## src/rtl/dtu_pkg.sv

```systemverilog
`timescale 1ns/1ps
// dtu_pkg: shared constants for the reloading timer unit.
// Assumes byte addressing with 32-bit word-aligned registers.
package dtu_pkg;
    localparam int SEL_W     = 3;               // width of the tick-rate select field
    localparam int NTAP      = 1 << SEL_W;      // number of prescaler taps
    localparam int PRE_W     = 2 * NTAP;        // prescaler width, /4 per step
    localparam int IE_BIT    = 5;               // interrupt enable position
    localparam int FLAG_BIT  = 8;               // expiry flag position
    localparam int START_OFS = 0;
    localparam int CH_BASE   = 4;
    localparam int CH_STRIDE = 16;
    localparam int CNT_OFS   = 0;
    localparam int RLD_OFS   = 4;
    localparam int CTL_OFS   = 8;

    typedef struct packed {
        logic             flag;
        logic             ie;
        logic [SEL_W-1:0] sel;
    } ctl_t;

    function automatic int ch_addr(input int k, input int ofs);
        return CH_BASE + k * CH_STRIDE + ofs;
    endfunction
endpackage

```

## src/rtl/dtu_prescaler.sv

```systemverilog
`timescale 1ns/1ps
// dtu_prescaler: free-running counter shared by all channels.
// Tap n pulses for one cycle every 4^(n+1) cycles.
// Assumes the taps are sampled as single-cycle enables.
module dtu_prescaler
    import dtu_pkg::*;
(
    input  logic            clk,
    input  logic            rst_n,
    output logic [NTAP-1:0] tap
);
    logic [PRE_W-1:0] pre_q;

    // Advance the shared prescaler every clock.
    always_ff @(posedge clk) begin
        if (!rst_n) pre_q <= '0;
        else        pre_q <= pre_q + 1'b1;
    end

    // Tap n is high when the low 2(n+1) bits are all ones.
    for (genvar n = 0; n < NTAP; n++) begin : g_tap
        assign tap[n] = &pre_q[2*n+1:0];
    end
endmodule

```

## src/rtl/dtu_channel.sv

```systemverilog
`timescale 1ns/1ps
// dtu_channel: one down-counting channel with reload, control and flag.
// Assumes the write strobes are already decoded and mutually exclusive.
// A counter write overrides counting and suppresses expiry for that cycle.
module dtu_channel
    import dtu_pkg::*;
#(
    parameter int DW = 32
) (
    input  logic            clk,
    input  logic            rst_n,
    input  logic            run,
    input  logic [NTAP-1:0] tap,
    input  logic [DW-1:0]   wdata,
    input  logic            cnt_we,
    input  logic            rld_we,
    input  logic            ctl_we,
    output logic [DW-1:0]   cnt_q,
    output logic [DW-1:0]   rld_q,
    output logic [DW-1:0]   ctl_rd,
    output logic            tick,
    output logic            uflow,
    output logic            flag,
    output logic            irq
);
    ctl_t ctl_q;

    assign tick  = tap[ctl_q.sel];
    assign uflow = run & tick & (cnt_q == '0) & ~cnt_we;
    assign flag  = ctl_q.flag;
    assign irq   = ctl_q.flag & ctl_q.ie;

    // Counter: software load, else decrement or reload on a tick.
    always_ff @(posedge clk) begin
        if (!rst_n)            cnt_q <= '1;
        else if (cnt_we)       cnt_q <= wdata;
        else if (run && tick)  cnt_q <= (cnt_q == '0) ? rld_q : cnt_q - 1'b1;
    end

    // Reload register: written only by software.
    always_ff @(posedge clk) begin
        if (!rst_n)      rld_q <= '1;
        else if (rld_we) rld_q <= wdata;
    end

    // Control word: select and enable from writes; flag set-wins over clear.
    always_ff @(posedge clk) begin
        if (!rst_n) begin
            ctl_q <= '0;
        end else begin
            if (ctl_we) begin
                ctl_q.sel <= wdata[SEL_W-1:0];
                ctl_q.ie  <= wdata[IE_BIT];
            end
            ctl_q.flag <= uflow | (ctl_q.flag & ~(ctl_we & ~wdata[FLAG_BIT]));
        end
    end

    // Read-back image of the control word.
    always_comb begin
        ctl_rd               = '0;
        ctl_rd[SEL_W-1:0]    = ctl_q.sel;
        ctl_rd[IE_BIT]       = ctl_q.ie;
        ctl_rd[FLAG_BIT]     = ctl_q.flag;
    end
endmodule

```

## src/rtl/dtu_regbus.sv

```systemverilog
`timescale 1ns/1ps
// dtu_regbus: address decode and read multiplexer for the timer unit.
// Assumes word-aligned addresses. Unmapped addresses read zero.
module dtu_regbus
    import dtu_pkg::*;
#(
    parameter int NCH = 2,
    parameter int DW  = 32,
    parameter int AW  = 8
) (
    input  logic                    bus_we,
    input  logic [AW-1:0]           bus_addr,
    input  logic [NCH-1:0]          run_q,
    input  logic [NCH-1:0][DW-1:0]  cnt_v,
    input  logic [NCH-1:0][DW-1:0]  rld_v,
    input  logic [NCH-1:0][DW-1:0]  ctl_v,
    output logic                    start_we,
    output logic [NCH-1:0]          cnt_we,
    output logic [NCH-1:0]          rld_we,
    output logic [NCH-1:0]          ctl_we,
    output logic [DW-1:0]           rdata
);
    localparam logic [AW-1:0] A_START = AW'(START_OFS);

    logic           start_hit;
    logic [NCH-1:0] cnt_hit, rld_hit, ctl_hit;

    assign start_hit = (bus_addr == A_START);
    assign start_we  = bus_we & start_hit;

    for (genvar k = 0; k < NCH; k++) begin : g_dec
        localparam logic [AW-1:0] A_CNT = AW'(ch_addr(k, CNT_OFS));
        localparam logic [AW-1:0] A_RLD = AW'(ch_addr(k, RLD_OFS));
        localparam logic [AW-1:0] A_CTL = AW'(ch_addr(k, CTL_OFS));
        assign cnt_hit[k] = (bus_addr == A_CNT);
        assign rld_hit[k] = (bus_addr == A_RLD);
        assign ctl_hit[k] = (bus_addr == A_CTL);
        assign cnt_we[k]  = bus_we & cnt_hit[k];
        assign rld_we[k]  = bus_we & rld_hit[k];
        assign ctl_we[k]  = bus_we & ctl_hit[k];
    end

    // Select the addressed register for read-back.
    always_comb begin
        rdata = '0;
        if (start_hit) rdata[NCH-1:0] = run_q;
        for (int k = 0; k < NCH; k++) begin
            if (cnt_hit[k]) rdata = cnt_v[k];
            if (rld_hit[k]) rdata = rld_v[k];
            if (ctl_hit[k]) rdata = ctl_v[k];
        end
    end
endmodule

```

## src/rtl/dtimer_unit.sv

```systemverilog
`timescale 1ns/1ps
// dtimer_unit: register-mapped multi-channel reloading down-count timer.
// Assumes one clock domain and a synchronous active-low reset.
// The shared run register holds one bit per channel.
module dtimer_unit
    import dtu_pkg::*;
#(
    parameter int NCH = 2,
    parameter int DW  = 32,
    parameter int AW  = 8
) (
    input  logic           clk,
    input  logic           rst_n,
    input  logic           bus_we,
    input  logic [AW-1:0]  bus_addr,
    input  logic [DW-1:0]  bus_wdata,
    output logic [DW-1:0]  bus_rdata,
    output logic [NCH-1:0] irq
);
    logic [NTAP-1:0]        tap;
    logic [NCH-1:0]         run_q;
    logic                   start_we;
    logic [NCH-1:0]         cnt_we, rld_we, ctl_we;
    logic [NCH-1:0][DW-1:0] cnt_v, rld_v, ctl_v;
    logic [NCH-1:0]         ch_tick, ch_uflow, ch_flag;

    // Shared run register: one enable bit per channel.
    always_ff @(posedge clk) begin
        if (!rst_n)        run_q <= '0;
        else if (start_we) run_q <= bus_wdata[NCH-1:0];
    end

    dtu_prescaler u_pre (
        .clk   (clk),
        .rst_n (rst_n),
        .tap   (tap)
    );

    dtu_regbus #(.NCH(NCH), .DW(DW), .AW(AW)) u_bus (
        .bus_we   (bus_we),
        .bus_addr (bus_addr),
        .run_q    (run_q),
        .cnt_v    (cnt_v),
        .rld_v    (rld_v),
        .ctl_v    (ctl_v),
        .start_we (start_we),
        .cnt_we   (cnt_we),
        .rld_we   (rld_we),
        .ctl_we   (ctl_we),
        .rdata    (bus_rdata)
    );

    for (genvar k = 0; k < NCH; k++) begin : g_ch
        dtu_channel #(.DW(DW)) u_ch (
            .clk    (clk),
            .rst_n  (rst_n),
            .run    (run_q[k]),
            .tap    (tap),
            .wdata  (bus_wdata),
            .cnt_we (cnt_we[k]),
            .rld_we (rld_we[k]),
            .ctl_we (ctl_we[k]),
            .cnt_q  (cnt_v[k]),
            .rld_q  (rld_v[k]),
            .ctl_rd (ctl_v[k]),
            .tick   (ch_tick[k]),
            .uflow  (ch_uflow[k]),
            .flag   (ch_flag[k]),
            .irq    (irq[k])
        );
    end
endmodule

```

## config.mk

```make
export PLATFORM = sky130hd
export DESIGN_NAME = dtimer_unit
export DESIGN_NICKNAME = d
export VERILOG_FILES = /design/src/rtl/dtu_pkg.sv /design/src/rtl/dtu_prescaler.sv /design/src/rtl/dtu_channel.sv /design/src/rtl/dtu_regbus.sv /design/src/rtl/dtimer_unit.sv
export SDC_FILE = /design/constraint.sdc
export NUM_CORES = 1
export LEC_CHECK = 0
export CORE_AREA = 2 2 185 96
export DETAILED_ROUTE_END_ITERATION = 6
export DIE_AREA = 0 0 187 98
export DONT_BUFFER_PORTS = 1
export MAX_ROUTING_LAYER = met4
export PLACE_DENSITY = 0.8
export SYNTH_ARGS = -nofsm -noshare
export SYNTH_HDL_FRONTEND = slang
export SYNTH_SLANG_ARGS = --single-unit
```

## constraint.sdc

```tcl
create_clock -name clk -period 3.1 [get_ports clk]
set_input_delay 0.31 -clock clk [delete_from_list [all_inputs] [get_ports clk]]
set_output_delay 0.31 -clock clk [all_outputs]
set_load 0.005 [all_outputs]
```

Yosys cells after proc, flatten, opt, wreduce, memory -nomap -nowiden
Cells that the tools add are included.

word-level totals
  output and inout port bits = 34
  register bits after elaboration = 156
  input port bits = 43
  logic and storage cells = 81

operators by class
  order comparisons = 2
  multiplexer cells = 17
  bitwise gates (word level) = 26
  reduce and logical (&&, ||, !) cells = 15
  eq/ne operators = 6
  add/sub/neg operators = 3

operator list
  cell                   count
  $mux 32                12
  $logic_not 32->1       2
  $sub 32x1->32 const B  2
  $eq 8x5->1 const B     3
  $and 1x1->1            19
  $add 16x1->16 const B  1
  $eq 8x4->1 const B     2
  $reduce_and 16->1      1
  $reduce_and 14->1      1
  $reduce_and 12->1      1
  $reduce_and 10->1      1
  $eq 8x3->1 const B     1
  $logic_not 8->1        1
  $lt 3x4->1 const B     2
  $reduce_and 8->1       1
  $bmux 1 s3             2
  $reduce_and 6->1       1
  $not 1->1              5
  $reduce_and 4->1       1
  $reduce_bool 2->1      2
  $logic_and 1x1->1      2
  $mux 1                 2
  $mux 2                 1
  $or 1x1->1             2
  $reduce_and 2->1       1

Depth between registers and ports, before layout
Gate-level depths: netlist of the first run.

  depth after elaboration = 8
  mapped depth = 10
  mapped depth without buffers = 8

By module
Synthesis of the first run repeated with hierarchy kept, for this count alone.

unflattened totals
  cells, all modules = 1377
  area, all modules = 11124.4 um2

modules (own cells, without submodules)
  module         area an instance (um2)  cells each  sequential area each (um2)  instances
  dtu_channel    4151.5                  497         1381.3                      2
  dtu_regbus     2000.7                  292         0.0                         1
  dtu_prescaler  748.2                   85          320.3                       1
  dtimer_unit    72.6                    6           40.0                        1

Least setup slack after synthesis of the first run
OpenSTA, ideal clock, no wires.

  path type = reg-to-reg
  start = register g_ch[1].u_ch.cnt_q[13]
  end = register g_ch[1].u_ch.cnt_q[0]
  setup time = 0.141 ns
  slack = 0.433 ns
  period minus slack after synthesis = 2.667 ns
  data arrival time = 2.527 ns
  stages on the path, launching flop included = 10
  buffers on the path = 4
  cell sequence = dfxtp_1 > buf_6 > or4_4 > or4b_1 > buf_2 > or3_1 > buf_2 > buf_2 > o2111ai_1 > nand4_1

between the ends
  word-level cells in the longest chain between the ends = 4

ends and longest elaborated chain
  what                      RTL line           text
  start: declaration        dtu_channel.sv:18  output logic [DW-1:0] cnt_q,
  start signal: assignment  dtu_channel.sv:36  else if (cnt_we) cnt_q <= wdata;
  start signal: assignment  dtu_channel.sv:37  else if (run && tick) cnt_q <= (cnt_q == '0) ? rld_q : cnt_q - 1'b1;
  $logic_not 32->1          dtu_channel.sv:37
  $mux 32 (2 in series)     dtu_channel.sv:37
  $mux 32                   dtu_channel.sv:36

No other way between the ends. The select of a mux whose other input is x is not followed.
A chain may end at the register's enable or synchronous reset.

Worst setup path after layout of the first run
  start = register g_ch[1].u_ch.cnt_q[13]
  end = register g_ch[1].u_ch.cnt_q[21]

between the ends
  word-level cells in the longest chain between the ends = 4

ends and longest elaborated chain
  what                                               RTL line
  $sub 32x1->32 or $logic_not 32->1 (tied branches)  dtu_channel.sv:37
  $mux 32 * (2 in series)                            dtu_channel.sv:37
  $mux 32 *                                          dtu_channel.sv:36

Every way passes the cells marked *; elsewhere a longest branch is shown, timed or not. The select of a mux whose other input is x is not followed.

==> qor.yml, run 1 <==
pwr:
  max-vdd-ir-drop_v: 0.000435
  power_density_mw_per_mm2: 425
  power.leakage_nw: 3.89
timing:
  fmax_ghz: 0.348
  tns_ns: 0
  hold_violations: 0
  period_needed_ns: 2.87
  grt_setup_unrepaired: "no"
  worstMarginPinSlew_ns: 1.00
  max_slew_margin: 0.326
  finalCritPeriodShare: 0.927
  setup_viol: 0
  hold_slack_ns: 0.00133
  worst_slack_ns: 0.228
  skew_ns: 0.0126
  slew_violations: 0
die:
  coreArea_mm2: 0.0169
  rows: 34
  design.portCount: 77
  start_util: 0.537
  fp.dieW_um: 187
  die_area_mm2: 0.0183
  chipHeight_um: 98
setup_path:
  worst_setup_path_end_kind: "register"
  critPathMaxFanout: 7
  cp.required_ns: 3.47
  ff2ff_path_depth: 7
  worst-setup-path-type: "reg2reg"
  worstPathArrival_ns: 3.25
  cp-start-kind: "register"
logic_synthesis:
  yosysWarnings: 0
  synth-seq-cells: 156
  ys.flop_type: "dfxtp_1"
  synth.most_common_cell: "nand2_1"
  synth_async_sr_flop_share: 0
  synth_seq_area_share: 0.345
  synth_commonest_cells: "nand2_1 (243), dfxtp_1 (156), nand3_1 (96)"
  yosysUniqueCellTypes: 69
  yosysTopAreaCell: "dfxtp_1"
  postSynthAreaPerCell_um2: 7.55
  synth_nets: 1249
  syn_area_mm2: 0.00906
  synth_top_cells_by_area: "dfxtp_1 (34%), nand2_1 (10%), nand3_1 (5.3%)"
  yosysTopAreaCellShare: 0.345
  synth_edf_count: 0
  synthCells: 1201
grt:
  grt_antenna_before_repair: 1
  grt_pass1_vias: 9105
  grt_use_total: 0.398
  grt_pass1_wl_mm: 54.9
  grt_overflow: 0
  grt_max_degree: 74
place:
  io_buffers: 0
  pre_cts_slack_ns: 0.162
  hpwl_mm: 25.0
  placed_cell_area_mm2: 0.00942
  gp_congestion: 1.02
hold_path:
  whs_path_depth: 2
  hp-class: "in2reg"
final_layout:
  fin_util: 0.601
  final_area_mm2: 0.0102
  antenna_cells: 0
  syn2layout_area_growth_pct: 12.0
  num-nets-final: 1232
  drive_above_1_share: 0.100
clocking:
  postCtsSetupBuffers: 0
  root_buffer: "clkbuf_16"
  numCtsBuffers: 17
  h-tree-depth: 4
  clk_pin_slew_ns: 0.07
  clockBufferDepth: 2
  insertion_delay_ns: 0.43
  cts.sinks: 156
  cts_tree: "done"
detailed_routing:
  viasPerCell: 6.99
  antenna_left: 0
  drt_iter0_drc: 1575
  drc: 29
  wl_per_cell_um: 24.9
  wl_mm: 35.6
  first_pass_iters: 7
  vias: 10000
run_status:
  status: "finished, violations left"
  violations: "DRC"
job:
  maxCapViolations: 0
==> routing by layer <==
metal / vias up / track usage / part of all wire
met3: 98 / 0.147 / 0.17
met4: 0 / 0.106 / 0.023
met5: - / - / 0
met1: 4678 / 0.566 / 0.42
li1: 4375 / - / -
met2: 850 / 0.520 / 0.38
==> report_power, final <==
part / internal [W] / total (W) / switching [W]
clock network: 0.00122 / 0.00216 / 0.000937
registers: 0.00201 / 0.00202 / 0.00000897
logic: 0.0000474 / 0.000136 / 0.0000890
==> cell families (layout without fill, tap and decap cells) <==
group                      count (synthesis)  in the layout  share of synthesized area
and+or+nand+nor                          561            561                      0.286
AOI/OAI and AO/OA                        290            290                      0.234
DFF                                      156            156                      0.345
buffers and inverters                    113            109                     0.0509
xor gates and xnor gates                  49             49                     0.0473
muxes                                     27             27                     0.0304
adders and majority gates                  5              5                    0.00690
==> state kept, by name (all words and copies together), names as in the netlist <==
register and flops:
g_ch.u_ch.cnt_q 64, g_ch.u_ch.ctl_rd 8, g_ch.u_ch.flag 2, g_ch.u_ch.rld_q 64, run_q 2, u_pre.pre_q 16
==> critical path, cell delays in order (launching register included) <==
cell     delay [ns]
dfxtp_1        0.38
or4_4          0.60
nor4_2         0.55
nor2b_1        0.22
buf_4          0.17
nand3_1        0.30
nor4_1         0.45
a311o_1        0.15
==> final timing paths <==
path | slack [ns] | start | endpoint
setup / recovery | 0.23 | g_ch[1].u_ch.cnt_q[13] | g_ch[1].u_ch.cnt_q[21]
hold reg to reg | 0.46 | u_pre.pre_q[0] | u_pre.pre_q[0]
hold / removal | 0.001 | bus_wdata[24] | g_ch[1].u_ch.rld_q[24]
setup reg to reg | 0.23 | g_ch[1].u_ch.cnt_q[13] | g_ch[1].u_ch.cnt_q[21]
==> cell type report <==
type                    count  area, um2
flip-flops and latches    156       3120
clock buffers              18        439
repair buffers             64        551
fillers                  1502       6740
inverters                  13       48.8
multi-input cells         932       5540
well taps                 234        293
clock inverters            14        161
==> timing repair <==
action | CTS | global route
setup endpoints to repair | 0 | 2
resized for setup | 0 | 1
hold buffers | 10 | 1
hold endpoints to repair | 73 | 1
==> cells in the final DEF (no fill, tap or decap), types with 9 or more instances in the layout <==
| cell | instances |
|---|---|
| o21ai_0 | 25 |
| and2_1 | 9 |
| or3_1 | 14 |
| a21oi_1 | 52 |
| xor2_1 | 32 |
| o22ai_1 | 11 |
| a22oi_1 | 35 |
| o211ai_1 | 35 |
| nand3_1 | 96 |
| nand4_1 | 13 |
| mux2i_1 | 23 |
| dlygate4sd3_1 | 10 |
| a221o_1 | 23 |
| nor3_1 | 30 |
| nor2_1 | 81 |
| a31oi_1 | 14 |
| nor4_1 | 20 |
| a22o_1 | 18 |
| xnor2_1 | 17 |
| dfxtp_1 | 156 |
| inv_1 | 12 |
| nand2_1 | 243 |
| a32oi_1 | 12 |
| buf_4 | 51 |
| clkbuf_16 | 17 |
==> metrics by stage <==
step | total power (W) | std cells
final | 0.00432 | 1431
after global routing | 0.00441 | 1431
after CTS | 0.00431 | 1430
after detailed placement | 0.00216 | 1388
after global placement | 0.00216 | 1388
after floorplan | 0.00215 | 1201
Power figures use the tool's default switching activity.
==> run 2: changes to the inputs <==
--- a/config.mk
+++ b/config.mk
@@ -5,12 +5,13 @@
 export SDC_FILE = /design/constraint.sdc
 export NUM_CORES = 1
 export LEC_CHECK = 0
-export CORE_AREA = 2 2 185 96
+export CORE_AREA = 2 2 205 106
 export DETAILED_ROUTE_END_ITERATION = 6
-export DIE_AREA = 0 0 187 98
+export DIE_AREA = 0 0 207 108
 export DONT_BUFFER_PORTS = 1
 export MAX_ROUTING_LAYER = met4
 export PLACE_DENSITY = 0.8
 export SYNTH_ARGS = -nofsm -noshare
 export SYNTH_HDL_FRONTEND = slang
+export SYNTH_HIERARCHICAL = 1
 export SYNTH_SLANG_ARGS = --single-unit
==> qor.yml, run 2 <==
timing:
  worstMarginPinSlew_ns: 1.07  # was 1.00 ns
  slew_violations: 0  # unchanged
  setup_viol: 0  # unchanged
  worst_slack_ns: 0.120  # was 0.228 ns
  max_slew_margin: 0.284  # was 0.326
  tns_ns: 0  # unchanged
  skew_ns: 0.00903  # was 0.0126 ns
  fmax_ghz: 0.336  # was 0.348 GHz
  hold_violations: 0  # unchanged
  period_needed_ns: 2.98  # was 2.87 ns
  grt_setup_unrepaired: "no"  # unchanged
  finalCritPeriodShare: 0.961  # was 0.927
grt:
  grt_use_total: 0.366  # was 0.398
  grt_pass1_wl_mm: 61.1  # was 54.9 mm
  grt_pass1_vias: 10500  # was 9105
  grt_antenna_before_repair: 0  # was 1
  grt_max_degree: 93  # was 74
  grt_overflow: 0  # unchanged
logic_synthesis:
  postSynthAreaPerCell_um2: 8.08  # was 7.55 um2
  synthCells: 1375  # was 1201
  yosysWarnings: 6  # was 0
  syn_area_mm2: 0.0111  # was 0.00906 mm2
job:
  maxCapViolations: 0  # unchanged
die:
  coreArea_mm2: 0.0204  # was 0.0169 mm2
  chipHeight_um: 108  # was 98 um
  start_util: 0.545  # was 0.537
  fp.dieW_um: 207  # was 187 um
  rows: 37  # was 34
  die_area_mm2: 0.0224  # was 0.0183 mm2
  design.portCount: 77  # unchanged
hold_path:
  whs_path_depth: 2  # unchanged
  hp-class: "in2reg"  # unchanged
  holdCritStartpoint: "bus_wdata[4]"  # was bus_wdata[24]
setup_path:
  worstPathArrival_ns: 3.32  # was 3.25 ns
  cp.required_ns: 3.44  # was 3.47 ns
  worst_setup_path_end_kind: "register"  # unchanged
  worst-setup-path-type: "reg2reg"  # unchanged
  critPathMaxFanout: 10  # was 7
  cp-startpoint: "u_pre/pre_q[1]"  # was g_ch[1].u_ch.cnt_q[13]
  cp-start-kind: "register"  # unchanged
  ff2ff_path_depth: 9  # was 7
  regToRegStartpoint: "u_pre/pre_q[1]"  # was g_ch[1].u_ch.cnt_q[13]
final_layout:
  syn2layout_area_growth_pct: 10.3  # was 12.0%
  mostFrequentLayoutCell: "nand2_1"  # unchanged
  final_cell_mix: "nand2_1 (175), dfxtp_1 (156), mux2i_1 (118)"  # was nand2_1 (243), dfxtp_1 (156), nand3_1 (96)
  drive_above_1_share: 0.122  # was 0.100
  num-nets-final: 1416  # was 1232
  largestRegisters: "g_ch.u_ch/cnt_q: 64 flops, g_ch.u_ch/rld_q: 64 flops, u_pre/pre_q: 16 flops"  # was g_ch.u_ch.cnt_q: 64 flops, g_ch.u_ch.rld_q: 64 flops, u_pre.pre_q: 16 flops
  fill_cells: 1768  # was 1502
detailed_routing:
  first_pass_iters: 6  # was 7
  antenna_left: 0  # unchanged
  viasPerCell: 6.80  # was 6.99
  drc: 0  # was 29
  wl_per_cell_um: 24.3  # was 24.9 um
  drt_iter0_drc: 1615  # was 1575
  wl_mm: 40.3  # was 35.6 mm
  vias: 11300  # was 10000
pwr:
  swShare: 0.223  # was 0.240
  power_switching_w: 0.00103  # was 0.00104 W
  power_frac_seq: 0.438  # was 0.468
  power_w: 0.00461  # was 0.00432 W
  power.leakage_nw: 4.25  # was 3.89 nW
  clock_power_share: 0.498  # was 0.501
  power_density_mw_per_mm2: 377  # was 425 mW/mm2
  max-vdd-ir-drop_v: 0.000428  # was 0.000435 V
  p_int_w: 0.00358  # was 0.00328 W
  combPwrFrac: 0.064  # was 0.032
run_status:
  status: "complete, no violations"  # was finished, violations left
place:
  gp_congestion: 1.02  # about the same
  io_buffers: 0  # unchanged
  pre_cts_slack_ns: 0.0416  # was 0.162 ns
  hpwl_mm: 26.6  # was 25.0 mm
clocking:
  cts.sinks: 156  # unchanged
  cts_tree: "done"  # unchanged
  clk_pin_slew_ns: 0.06  # was 0.07 ns
  numCtsBuffers: 17  # unchanged
  root_buffer: "clkbuf_16"  # unchanged
  insertion_delay_ns: 0.44  # was 0.43 ns
  h-tree-depth: 4  # unchanged
  clockBufferDepth: 2  # unchanged
==> run 2: area by class of cell <==
class	instances	area (um2)	share of cell area
timing repair buffer	95	856	0.0699
clock inverter	6	130	0.0106
tap	273	342	0.0279
clock buffer	26	509	0.0416
inverter	19	71.3	0.00582
antenna	1	2.50	0.000204
multi-input combinational	1079	7210	0.589
sequential	156	3120	0.255
==> run 2: worst paths after layout <==
kind,end,slack (ns)
setup / recovery,g_ch[1].u_ch/cnt_q[31],0.12
hold / removal,g_ch[1].u_ch/rld_q[4],0.01
setup reg to reg,g_ch[1].u_ch/cnt_q[31],0.12
hold reg to reg,u_pre/pre_q[15],0.48
==> run 2: routing by layer <==
metal  track usage  up-vias  wire (um)
met5             -        -          0
met4         0.187        0       2150
met3         0.102      167       5240
met2         0.555      793      17300
met1         0.450     5335      15600
li1              -     4957          -
==> run 2: repair_timing <==
action	CTS	global route
setup buffers	0	3
hold buffers	35	0
hold endpoints to repair	92	0
pin swaps	0	2
setup endpoints to repair	2	16
resized for setup	1	4
==> run 2: power groups by stage <==
stage	clock (W)	sequential (W)	combinational, W
detailed placement	0	0.00206	0.000203
CTS	0.00231	0.00202	0.000283
floorplan	0	0.00206	0.000250
global placement	0	0.00206	0.000199
finish	0.00230	0.00202	0.000295
global route	0.00239	0.00202	0.000310
==> run 2: critical path, stage by stage, from the launching register on <==
cell and delay (ns):
dfxtp_1 0.40, ha_1 0.25, nand3_1 0.15, buf_4 0.19
nor3_1 0.25, mux2_2 0.20, o22ai_1 0.14, or4_4 0.69
a311o_1 0.32, o31ai_1 0.28
==> run 2: metrics by stage <==
step | hold WS, ns | utilization | cells | cell area (um2)
floorplan | 0.428 | - | 1427 | 11300
CTS | 0.000489 | 0.600 | 1651 | 12200
global route | 0.00570 | 0.601 | 1654 | 12200
detailed placement | 0.400 | 0.550 | 1584 | 11200
finish | 0.00986 | 0.601 | 1655 | 12200
global placement | 0.398 | 0.550 | 1584 | 11200
==> run 3: changes to the inputs <==
==> constraint.sdc (replaced) <==
create_clock -name clk -period 2.76 [get_ports clk]
set_input_delay 0.276 -clock clk [delete_from_list [all_inputs] [get_ports clk]]
set_output_delay 0.276 -clock clk [all_outputs]
set_load 0.005 [all_outputs]
==> qor.yml, run 3 (synthesis gave the netlist of run 2 again) <==
run_status:
  status: "complete, no violations"  # unchanged
timing:
  fmax_ghz: 0.374  # was 0.336 GHz
  tns_ns: 0  # unchanged
  worstMarginPinSlew_ns: 1.01  # was 1.07 ns
  grt_setup_unrepaired: "no"  # unchanged
  worst_slack_ns: 0.0879  # was 0.120 ns
  max_slew_margin: 0.321  # was 0.284
  finalCritPeriodShare: 0.968  # was 0.961
  period_needed_ns: 2.67  # was 2.98 ns
  slew_violations: 0  # unchanged
  hold_violations: 0  # unchanged
  skew_ns: 0.00967  # was 0.00903 ns
  setup_viol: 0  # unchanged
grt:
  grt_overflow: 0  # unchanged
  grt_pass1_vias: 10600  # was 10500
  grt_pass1_wl_mm: 63.2  # was 61.1 mm
  grt_use_total: 0.378  # was 0.366
  grt_antenna_before_repair: 3  # was 0
  grt_max_degree: 109  # was 93
setup_path:
  ff2ff_path_depth: 9  # unchanged
  regToRegStartpoint: "u_pre/pre_q[0]"  # was u_pre/pre_q[1]
  cp.required_ns: 3.11  # was 3.44 ns
  r2r_setup_slack_ns: 0.09  # was 0.12 ns
  reg2reg_to: "g_ch[1].u_ch/cnt_q[31]"  # unchanged
  critPathMaxFanout: 10  # unchanged
  worst-setup-path-type: "reg2reg"  # unchanged
  critPathSlowestCell: "or4_4"  # unchanged
  worst_setup_path_end_kind: "register"  # unchanged
  worstPathArrival_ns: 3.02  # was 3.32 ns
  cp_slowest_stage_delay_ns: 0.62  # was 0.69 ns
  cp_cell_sequence: "ha_1 > nand3_2 > buf_6 > nor3_4 > mux2_2 > o22ai_1 > or4_4 > a311o_1 > o31ai_1"  # was ha_1 > nand3_1 > buf_4 > nor3_1 > mux2_2 > o22ai_1 > or4_4 > a311o_1 > o31ai_1
  cp-start-kind: "register"  # unchanged
place:
  place_inst: 1617  # was 1584
  hpwl_mm: 27.2  # was 26.6 mm
  gp_congestion: 1.00  # was 1.02
  io_buffers: 0  # unchanged
  pre_cts_slack_ns: -0.0784  # was 0.0416 ns
  placed_cell_area_mm2: 0.0115  # was 0.0112 mm2
detailed_routing:
  first_pass_iters: 6  # unchanged
  antenna_left: 0  # unchanged
  viasPerCell: 6.70  # was 6.80
  drc: 0  # unchanged
  wl_per_cell_um: 24.3  # about the same
  drt_iter0_drc: 1593  # was 1615
  vias: 11300  # about the same
  wl_mm: 41.0  # was 40.3 mm
die:
  die_area_mm2: 0.0224  # unchanged
  design.portCount: 77  # unchanged
  chipHeight_um: 108  # unchanged
  coreArea_mm2: 0.0204  # unchanged
  rows: 37  # unchanged
  start_util: 0.545  # unchanged
  fp.dieW_um: 207  # unchanged
final_layout:
  fin_util: 0.616  # was 0.601
  largestRegisters: "g_ch.u_ch/cnt_q: 64 flops, g_ch.u_ch/rld_q: 64 flops, u_pre/pre_q: 16 flops"  # unchanged
  final_area_mm2: 0.0125  # was 0.0122 mm2
  num-nets-final: 1449  # was 1416
  final_cell_mix: "nand2_1 (175), dfxtp_1 (156), mux2i_1 (118)"  # unchanged
  fill_cells: 1751  # was 1768
  final_cells: 1688  # was 1655
  syn2layout_area_growth_pct: 13.0  # was 10.3%
  drive_above_1_share: 0.146  # was 0.122
  mostFrequentLayoutCell: "nand2_1"  # unchanged
clocking:
  cts_tree: "done"  # unchanged
  cts.sinks: 156  # unchanged
  postCtsSetupBuffers: 0  # unchanged
  insertion_delay_ns: 0.44  # about the same
  h-tree-depth: 4  # unchanged
  clockBufferDepth: 2  # unchanged
  numCtsBuffers: 17  # unchanged
  clk_pin_slew_ns: 0.06  # about the same
  root_buffer: "clkbuf_16"  # unchanged
hold_path:
  whs_path_depth: 2  # unchanged
  holdPathEnd: "g_ch[1].u_ch/rld_q[2]"  # was g_ch[1].u_ch/rld_q[4]
  hp-class: "in2reg"  # unchanged
  holdCritStartpoint: "bus_wdata[2]"  # was bus_wdata[4]
pwr:
  p_int_w: 0.00395  # was 0.00358 W
  power_frac_seq: 0.437  # was 0.438
  power_density_mw_per_mm2: 413  # was 377 mW/mm2
  power_switching_w: 0.00122  # was 0.00103 W
  combPwrFrac: 0.068  # was 0.064
  max-vdd-ir-drop_v: 0.000442  # was 0.000428 V
  swShare: 0.237  # was 0.223
  power.leakage_nw: 4.45  # was 4.25 nW
  clock_power_share: 0.494  # was 0.498
job:
  maxCapViolations: 0  # unchanged
-- run 3: area by class of cell --
type / instances / area [um2] / share of cell area
clock inverter: 11 / 169 / 0.0135
clock buffer: 19 / 453 / 0.0361
tap: 273 / 342 / 0.0272
inverter: 19 / 71.3 / 0.00568
timing repair buffer: 128 / 1130 / 0.0897
multi-input combinational: 1079 / 7260 / 0.578
sequential: 156 / 3120 / 0.249
antenna: 3 / 7.51 / 0.000598
-- run 3: power by group through the flow --
| stage | combinational, W | clock [W] | sequential, W |
|---|---|---|---|
| 2_1_floorplan | 0.000281 | 0 | 0.00232 |
| 3_3_place_gp | 0.000230 | 0 | 0.00232 |
| 3_5_place_dp | 0.000234 | 0 | 0.00232 |
| 4_1_cts | 0.000338 | 0.00256 | 0.00226 |
| 5_1_grt | 0.000373 | 0.00266 | 0.00226 |
| 6_report | 0.000354 | 0.00256 | 0.00226 |
-- run 3: how the worst max path moves through the flow --
stage                           from                      to
4_1_cts               u_pre/pre_q[0]  g_ch[0].u_ch/cnt_q[23]
3_5_place_dp          u_pre/pre_q[0]  g_ch[1].u_ch/cnt_q[19]
6_report              u_pre/pre_q[0]  g_ch[1].u_ch/cnt_q[31]
3_3_place_gp          u_pre/pre_q[0]   g_ch[0].u_ch/cnt_q[3]
2_1_floorplan         u_pre/pre_q[0]  g_ch[0].u_ch/cnt_q[28]
5_1_grt        g_ch[1].u_ch/cnt_q[0]   g_ch[1].u_ch/cnt_q[0]
-- run 3: repair_timing --
item	CTS	global route
hold buffers	37	1
endpoints found under the hold margin	108	1
pin swaps	0	1
gates resized for setup	3	11
endpoints found under the setup margin	23	55
-- run 3: metrics by stage --
stage	hold WS [ns]	power (W)
2_1_floorplan	0.394	0.00260
3_3_place_gp	0.366	0.00255
3_5_place_dp	0.362	0.00255
4_1_cts	0.000621	0.00517
5_1_grt	0.00572	0.00530
6_report	0.0194	0.00518
-- run 3: worst max-delay path: cells and delay by family, from the launching register on --
family                   cells  cell delay [ns]
multiplexers                 1             0.19
buffers and inverters        1             0.17
adder cells (fa/ha/maj)      1             0.19
flip-flops                   1             0.34
AND/OR/NAND/NOR              3             0.99
AO/OA/AOI/OAI                3             0.68
-- run 3: layer usage --
layer	vias up	routed length, um	GRT usage
met4	0	2080	0.170
met3	152	5460	0.104
met5	-	0	-
met2	815	17300	0.557
li1	5021	-	-
met1	5330	16200	0.484
